[src/rtl/tmr_chan_pkg.sv]
package tmr_chan_pkg;
  localparam int CTRL_W  = 6;
  localparam int FLAG_B  = 5;
  localparam int CTR_B   = 4;

  typedef enum logic [1:0] {
    MODE_CAP  = 2'd0,
    MODE_CMP  = 2'd1,
    MODE_EPWM = 2'd2,
    MODE_CPWM = 2'd3
  } ch_mode_e;

  typedef struct packed {
    logic       center;
    logic [1:0] ms;
    logic [1:0] els;
  } ch_cfg_t;
endpackage

[src/rtl/tmr_chan_sync.sv]
module tmr_chan_sync #(
  parameter int STAGES = 2
) (
  input  logic clk_i,
  input  logic rst_ni,
  input  logic pin_i,
  output logic rise_o,
  output logic fall_o
);
  logic [STAGES-1:0] chain_q;
  logic              last_q;
  logic              lvl;

  generate
    if (STAGES == 1) begin : g_single
      always_ff @(posedge clk_i or negedge rst_ni) begin
        if (!rst_ni) chain_q <= '0;
        else         chain_q <= pin_i;
      end
    end else begin : g_chain
      always_ff @(posedge clk_i or negedge rst_ni) begin
        if (!rst_ni) chain_q <= '0;
        else         chain_q <= {chain_q[STAGES-2:0], pin_i};
      end
    end
  endgenerate

  assign lvl = chain_q[STAGES-1];

  always_ff @(posedge clk_i or negedge rst_ni) begin
    if (!rst_ni) last_q <= 1'b0;
    else         last_q <= lvl;
  end

  assign rise_o = lvl & ~last_q;
  assign fall_o = ~lvl & last_q;
endmodule

[src/rtl/tmr_chan_decode.sv]
module tmr_chan_decode
  import tmr_chan_pkg::*;
(
  input  ch_cfg_t  cfg_i,
  output ch_mode_e mode_o,
  output logic     cap_rise_o,
  output logic     cap_fall_o,
  output logic     drive_o,
  output logic     active_o
);
  always_comb begin
    if (cfg_i.center)     mode_o = MODE_CPWM;
    else if (cfg_i.ms[1]) mode_o = MODE_EPWM;
    else if (cfg_i.ms[0]) mode_o = MODE_CMP;
    else                  mode_o = MODE_CAP;
  end

  assign cap_rise_o = (mode_o == MODE_CAP) & cfg_i.els[0];
  assign cap_fall_o = (mode_o == MODE_CAP) & cfg_i.els[1];
  assign drive_o    = (mode_o != MODE_CAP) & (|cfg_i.els);
  // PWM asserted level: high for 10, low for X1
  assign active_o   = ~cfg_i.els[0];
endmodule

[src/rtl/tmr_chan_regs.sv]
module tmr_chan_regs
  import tmr_chan_pkg::*;
#(
  parameter int CNT_W = 16
) (
  input  logic              clk_i,
  input  logic              rst_ni,
  input  logic              ctrl_we_i,
  input  logic [CTRL_W-1:0] ctrl_wdata_i,
  input  logic              ctrl_re_i,
  input  logic              val_we_i,
  input  logic [CNT_W-1:0]  val_wdata_i,
  input  logic              cap_i,
  input  logic [CNT_W-1:0]  cnt_i,
  input  logic              evt_i,
  output ch_cfg_t           cfg_o,
  output logic              flag_o,
  output logic [CNT_W-1:0]  val_o
);
  ch_cfg_t          cfg_q;
  logic [CNT_W-1:0] val_q;
  logic             flag_q;
  logic             arm_q;
  logic             clr;

  assign clr = ctrl_we_i & arm_q & ~ctrl_wdata_i[FLAG_B];

  always_ff @(posedge clk_i or negedge rst_ni) begin
    if (!rst_ni) begin
      cfg_q <= '0;
    end else if (ctrl_we_i) begin
      cfg_q <= ch_cfg_t'(ctrl_wdata_i[CTR_B:0]);
    end
  end

  always_ff @(posedge clk_i or negedge rst_ni) begin
    if (!rst_ni)       val_q <= '0;
    else if (cap_i)    val_q <= cnt_i;
    else if (val_we_i) val_q <= val_wdata_i;
  end

  always_ff @(posedge clk_i or negedge rst_ni) begin
    if (!rst_ni)                 arm_q <= 1'b0;
    else if (ctrl_we_i)          arm_q <= 1'b0;
    else if (ctrl_re_i & flag_q) arm_q <= 1'b1;
  end

  // set has priority over clear
  always_ff @(posedge clk_i or negedge rst_ni) begin
    if (!rst_ni)    flag_q <= 1'b0;
    else if (evt_i) flag_q <= 1'b1;
    else if (clr)   flag_q <= 1'b0;
  end

  assign cfg_o  = cfg_q;
  assign flag_o = flag_q;
  assign val_o  = val_q;
endmodule

[src/rtl/tmr_chan_out.sv]
module tmr_chan_out
  import tmr_chan_pkg::*;
(
  input  logic     clk_i,
  input  logic     rst_ni,
  input  ch_mode_e mode_i,
  input  logic [1:0] els_i,
  input  logic     active_i,
  input  logic     match_i,
  input  logic     ovf_i,
  input  logic     down_i,
  output logic     out_o
);
  logic out_q;

  always_ff @(posedge clk_i or negedge rst_ni) begin
    if (!rst_ni) begin
      out_q <= 1'b0;
    end else begin
      unique case (mode_i)
        MODE_CMP: begin
          if (match_i) begin
            unique case (els_i)
              2'b01:   out_q <= ~out_q;
              2'b10:   out_q <= 1'b0;
              2'b11:   out_q <= 1'b1;
              default: out_q <= out_q;
            endcase
          end
        end
        MODE_EPWM: begin
          if (match_i)    out_q <= ~active_i;
          else if (ovf_i) out_q <= active_i;
        end
        MODE_CPWM: begin
          if (match_i) out_q <= down_i ? active_i : ~active_i;
        end
        default: out_q <= out_q;
      endcase
    end
  end

  assign out_o = out_q;
endmodule

[src/rtl/tmr_chan.sv]
module tmr_chan
  import tmr_chan_pkg::*;
#(
  parameter int CNT_W       = 16,
  parameter int SYNC_STAGES = 2
) (
  input  logic              clk_i,
  input  logic              rst_ni,
  input  logic [CNT_W-1:0]  cnt_i,
  input  logic              cnt_tick_i,
  input  logic              cnt_down_i,
  input  logic              cnt_ovf_i,
  input  logic              pin_i,
  input  logic              ctrl_we_i,
  input  logic [CTRL_W-1:0] ctrl_wdata_i,
  input  logic              ctrl_re_i,
  output logic [CTRL_W-1:0] ctrl_rdata_o,
  input  logic              val_we_i,
  input  logic [CNT_W-1:0]  val_wdata_i,
  output logic [CNT_W-1:0]  val_rdata_o,
  output logic              pin_o,
  output logic              pin_oe_o,
  output logic              flag_o
);
  ch_cfg_t          cfg;
  ch_mode_e         mode;
  logic [CNT_W-1:0] val;
  logic             flag;
  logic             rise, fall;
  logic             cap_rise_en, cap_fall_en;
  logic             drive, active;
  logic             cap, match, out;

  tmr_chan_sync #(.STAGES(SYNC_STAGES)) u_sync (
    .clk_i  (clk_i),
    .rst_ni (rst_ni),
    .pin_i  (pin_i),
    .rise_o (rise),
    .fall_o (fall)
  );

  tmr_chan_decode u_decode (
    .cfg_i      (cfg),
    .mode_o     (mode),
    .cap_rise_o (cap_rise_en),
    .cap_fall_o (cap_fall_en),
    .drive_o    (drive),
    .active_o   (active)
  );

  assign cap   = (rise & cap_rise_en) | (fall & cap_fall_en);
  assign match = cnt_tick_i & (cnt_i == val) & (mode != MODE_CAP);

  tmr_chan_regs #(.CNT_W(CNT_W)) u_regs (
    .clk_i        (clk_i),
    .rst_ni       (rst_ni),
    .ctrl_we_i    (ctrl_we_i),
    .ctrl_wdata_i (ctrl_wdata_i),
    .ctrl_re_i    (ctrl_re_i),
    .val_we_i     (val_we_i),
    .val_wdata_i  (val_wdata_i),
    .cap_i        (cap),
    .cnt_i        (cnt_i),
    .evt_i        (cap | match),
    .cfg_o        (cfg),
    .flag_o       (flag),
    .val_o        (val)
  );

  tmr_chan_out u_out (
    .clk_i    (clk_i),
    .rst_ni   (rst_ni),
    .mode_i   (mode),
    .els_i    (cfg.els),
    .active_i (active),
    .match_i  (match),
    .ovf_i    (cnt_ovf_i),
    .down_i   (cnt_down_i),
    .out_o    (out)
  );

  assign ctrl_rdata_o = {flag, cfg};
  assign val_rdata_o  = val;
  assign flag_o       = flag;
  assign pin_oe_o     = drive;
  assign pin_o        = drive & out;
endmodule

[config.mk]
export PLATFORM = sky130hd
export DESIGN_NAME = tmr_chan
export DESIGN_NICKNAME = d
export VERILOG_FILES = /design/src/rtl/tmr_chan_pkg.sv /design/src/rtl/tmr_chan_sync.sv /design/src/rtl/tmr_chan_decode.sv /design/src/rtl/tmr_chan_regs.sv /design/src/rtl/tmr_chan_out.sv /design/src/rtl/tmr_chan.sv
export SDC_FILE = /design/constraint.sdc
export NUM_CORES = 1
export LEC_CHECK = 0
export ABC_AREA = 0
export ABC_CLOCK_PERIOD_IN_PS = 3900
export BUFFER_PORTS_ARGS = -buffer_cell sky130_fd_sc_hd__buf_2
export CAP_MARGIN = 20
export CORE_MARGIN = 2
export CORE_UTILIZATION = 35
export DETAILED_ROUTE_END_ITERATION = 7
export SLEW_MARGIN = 10
export SYNTH_ARGS = -nofsm -noshare
export SYNTH_HDL_FRONTEND = slang
export SYNTH_SLANG_ARGS = --single-unit
[constraint.sdc]
create_clock -name clk_i -period 3.9 [get_ports clk_i]
set_input_delay 0.195 -clock clk_i [delete_from_list [all_inputs] [get_ports clk_i]]
set_output_delay 0.195 -clock clk_i [all_outputs]
set_load 0.02 [all_outputs]
==> impl_metrics.toml <==
[yosys]
synth_seq_cells = 27
yosys.area.top_type = "dfrtp_1"
netlist_instances = 139
syn-num-nets = 188
synth_area_um2 = 1456
synth-seq-area-share_pct = 46.39
syn_area_per_cell_um2 = 10.48
yosysTopAreaCellShare_pct = 46.39
yosysUniqueCellTypes = 26
yosysWarnings = 0
synth.area.top_cells = "dfrtp_1 46%, mux2i_1 12%, xnor2_1 7.8%"

[die]
rows = 23
die_w_um = 68.51
start_util_pct = 36.41
die-height_um = 68.51
core_area_um2 = 4000
die_area_um2 = 4693
num_io_pins = 72

[flow_run]
maxCapViolCount = 0

[clock_network]
cts_tree = "done"
cts.sinks = 27
clock-root-buffer = "clkbuf_8"
clock_path_buffers = 2
cts_setup_buffers = 0
ctsResizeCount = 0
numCtsBuffers = 3
htree_levels = 1
hold_buffers = 1
clk_latency_ps = 260
clk_pin_slew_worst_paths_ps = 90

[timing]
slew_viol_final = 0
max_clock_freq_mhz = 552.2
finalSetupViolCount = 0
totalNegativeSetupSlack_ps = 0
period_minus_slack_ps = 1811
fin_crit_sh_pct = 46.43
rsz0062_at_grt = "false"
maxSlewHeadroom_pct = 48.06
setup_ws_ps = 2089
hold_viol = 0
holdWs_ps = 31.84
skew_ps = 4.100
max_slew.worst_pin.slew_ps = 777.2

[global_routing]
grt_pass1_wl_um = 4885
grt_use_total_pct = 13.93
grt_pass1_vias = 1078
grt_overflow = 0
grt_max_degree = 34
grt_antenna_before_repair = 0

[finish]
layout.cells.non_filler = 258
area_delta_synth_final_pct = 28.52
antenna_cells = 0
stdcell_area_um2 = 1872
layout-drive-gt1-share_pct = 39.42
final_net_count = 258

[worst_setup_path]
arrival_ps = 1930
crit_type = "reg -> reg"
critPathLaunchType = "flop"
end_kind = "flop"
cp.required_ps = 4020
cp_max_fo = 33

[routing]
viasPerCell = 4.589
first_iter_violations = 43
ant_nets = 0
drc = 0
dr.pass1.iters = 4
wl_um = 3133
num_vias = 1184
wl_per_cell_um = 12.14

[place]
place_inst = 253
gp_congestion = 0.8072
placed_area_um2 = 1817
post-place-ws_ps = 2092
portBuffers = 71
hpwl_um = 2400

[power_and_ir_drop]
power.density_nw_per_um2 = 391.5
p_leak_nw = 0.8930
vdd_drop_max_uv = 135.7

[outcome]
status = "finished clean"

[worst_hold_path]
worstHoldPathType = "in -> reg"
## worst max-delay path, stage by stage, from the launching register on
cell and delay (ps):
dfrtp_1 450, nor3_2 310, a21boi_4 700, o21ai_0 200
## routing by layer
| metal | vias to the layer above | track usage, % | wire, um |
|---|---|---|---|
| met1 | 541 | 19.01 | 1416 |
| li1 | 616 | - | - |
| met4 | 0 | 3.750 | 19 |
| met2 | 25 | 22.96 | 1559 |
| met5 | - | 0 | 0 |
| met3 | 2 | 2.110 | 137 |
## registers in the layout, summed over array words and instances, names as in the netlist
register        count
u_regs.val_o       16
u_regs.cfg_o        5
u_sync.chain_q      2
u_out.out_o         1
u_regs.arm_q        1
u_regs.flag_o       1
u_sync.last_q       1
## where the power goes
part	leakage (nW)	internal (mW)	switching, mW
Combinational	0.550	0.0971	0.125
Clock	0.0228	0.0729	0.0811
Sequential	0.320	0.318	0.0380
## layout by cell type, fill, tap and decap left out, types with 2 or more instances in the layout
master / instances
dfrtp_1: 27
a21oi_1: 3
buf_2: 71
ha_1: 2
nand2_1: 22
mux2_2: 3
clkbuf_8: 3
xnor2_1: 13
nand3b_1: 4
nor2_1: 5
o21ai_2: 3
inv_1: 2
mux2i_1: 17
xor2_1: 3
nand4_1: 4
o21ai_0: 16
## final cells by class
class | count | area (um2)
Clock buffer | 4 | 45.04
Multi-Input combinational cell | 103 | 715.7
Inverter | 2 | 7.507
Tap cell | 50 | 62.56
Fill cell | 414 | 2128
Sequential cell | 27 | 675.6
Timing Repair Buffer | 72 | 365.4
## synth_stat cells, drive strengths merged
library cell  number
nand2             22
xnor2             13
o2111ai            1
mux2i             17
nor4               1
o21ai             20
xor2               3
a21oi              3
and2               1
a21boi             1
dfrtp             27
mux2               3
buf                6
nand4              4
nor2               5
ha                 2
nor3               2
inv                2
nand3b             4
clkbuf             1
o311ai             1
## path summary, 6_finish.rpt
kind                                   start                 to  slack [ps]  depth (start not counted)
min reg2reg                u_sync.chain_q[0]  u_sync.chain_q[1]         360                          0
max reg2reg                  u_regs.cfg_o[4]    u_regs.val_o[2]        2090                          3
min in group asynchronous             rst_ni    u_regs.val_o[4]         460                          2
max                          u_regs.cfg_o[4]    u_regs.val_o[2]        2090                          3
min                                    pin_i  u_sync.chain_q[0]          30                          1
max in group asynchronous             rst_ni  u_sync.chain_q[0]        3030                          2
## logic make-up (layout without fill, tap and decap cells)
group / count (synthesis) / after routing / share of synthesized area, %
xor+xnor: 16 / 16 / 9.622
flops: 27 / 27 / 46.39
fa+ha+maj: 2 / 2 / 1.718
mux: 20 / 20 / 14.00
compound gates: 26 / 26 / 11.17
simple gates: 39 / 39 / 12.63
buf+inv: 9 / 78 / 4.467
## through the flow
stage	power [mW]	util, %
after CTS	0.7445	46.79
final	0.7328	46.79
after global routing	0.7807	46.79
after global placement	0.5850	45.42
after detailed placement	0.5862	45.42
after floorplan	0.5037	-
(Power assumes the default switching activity.)
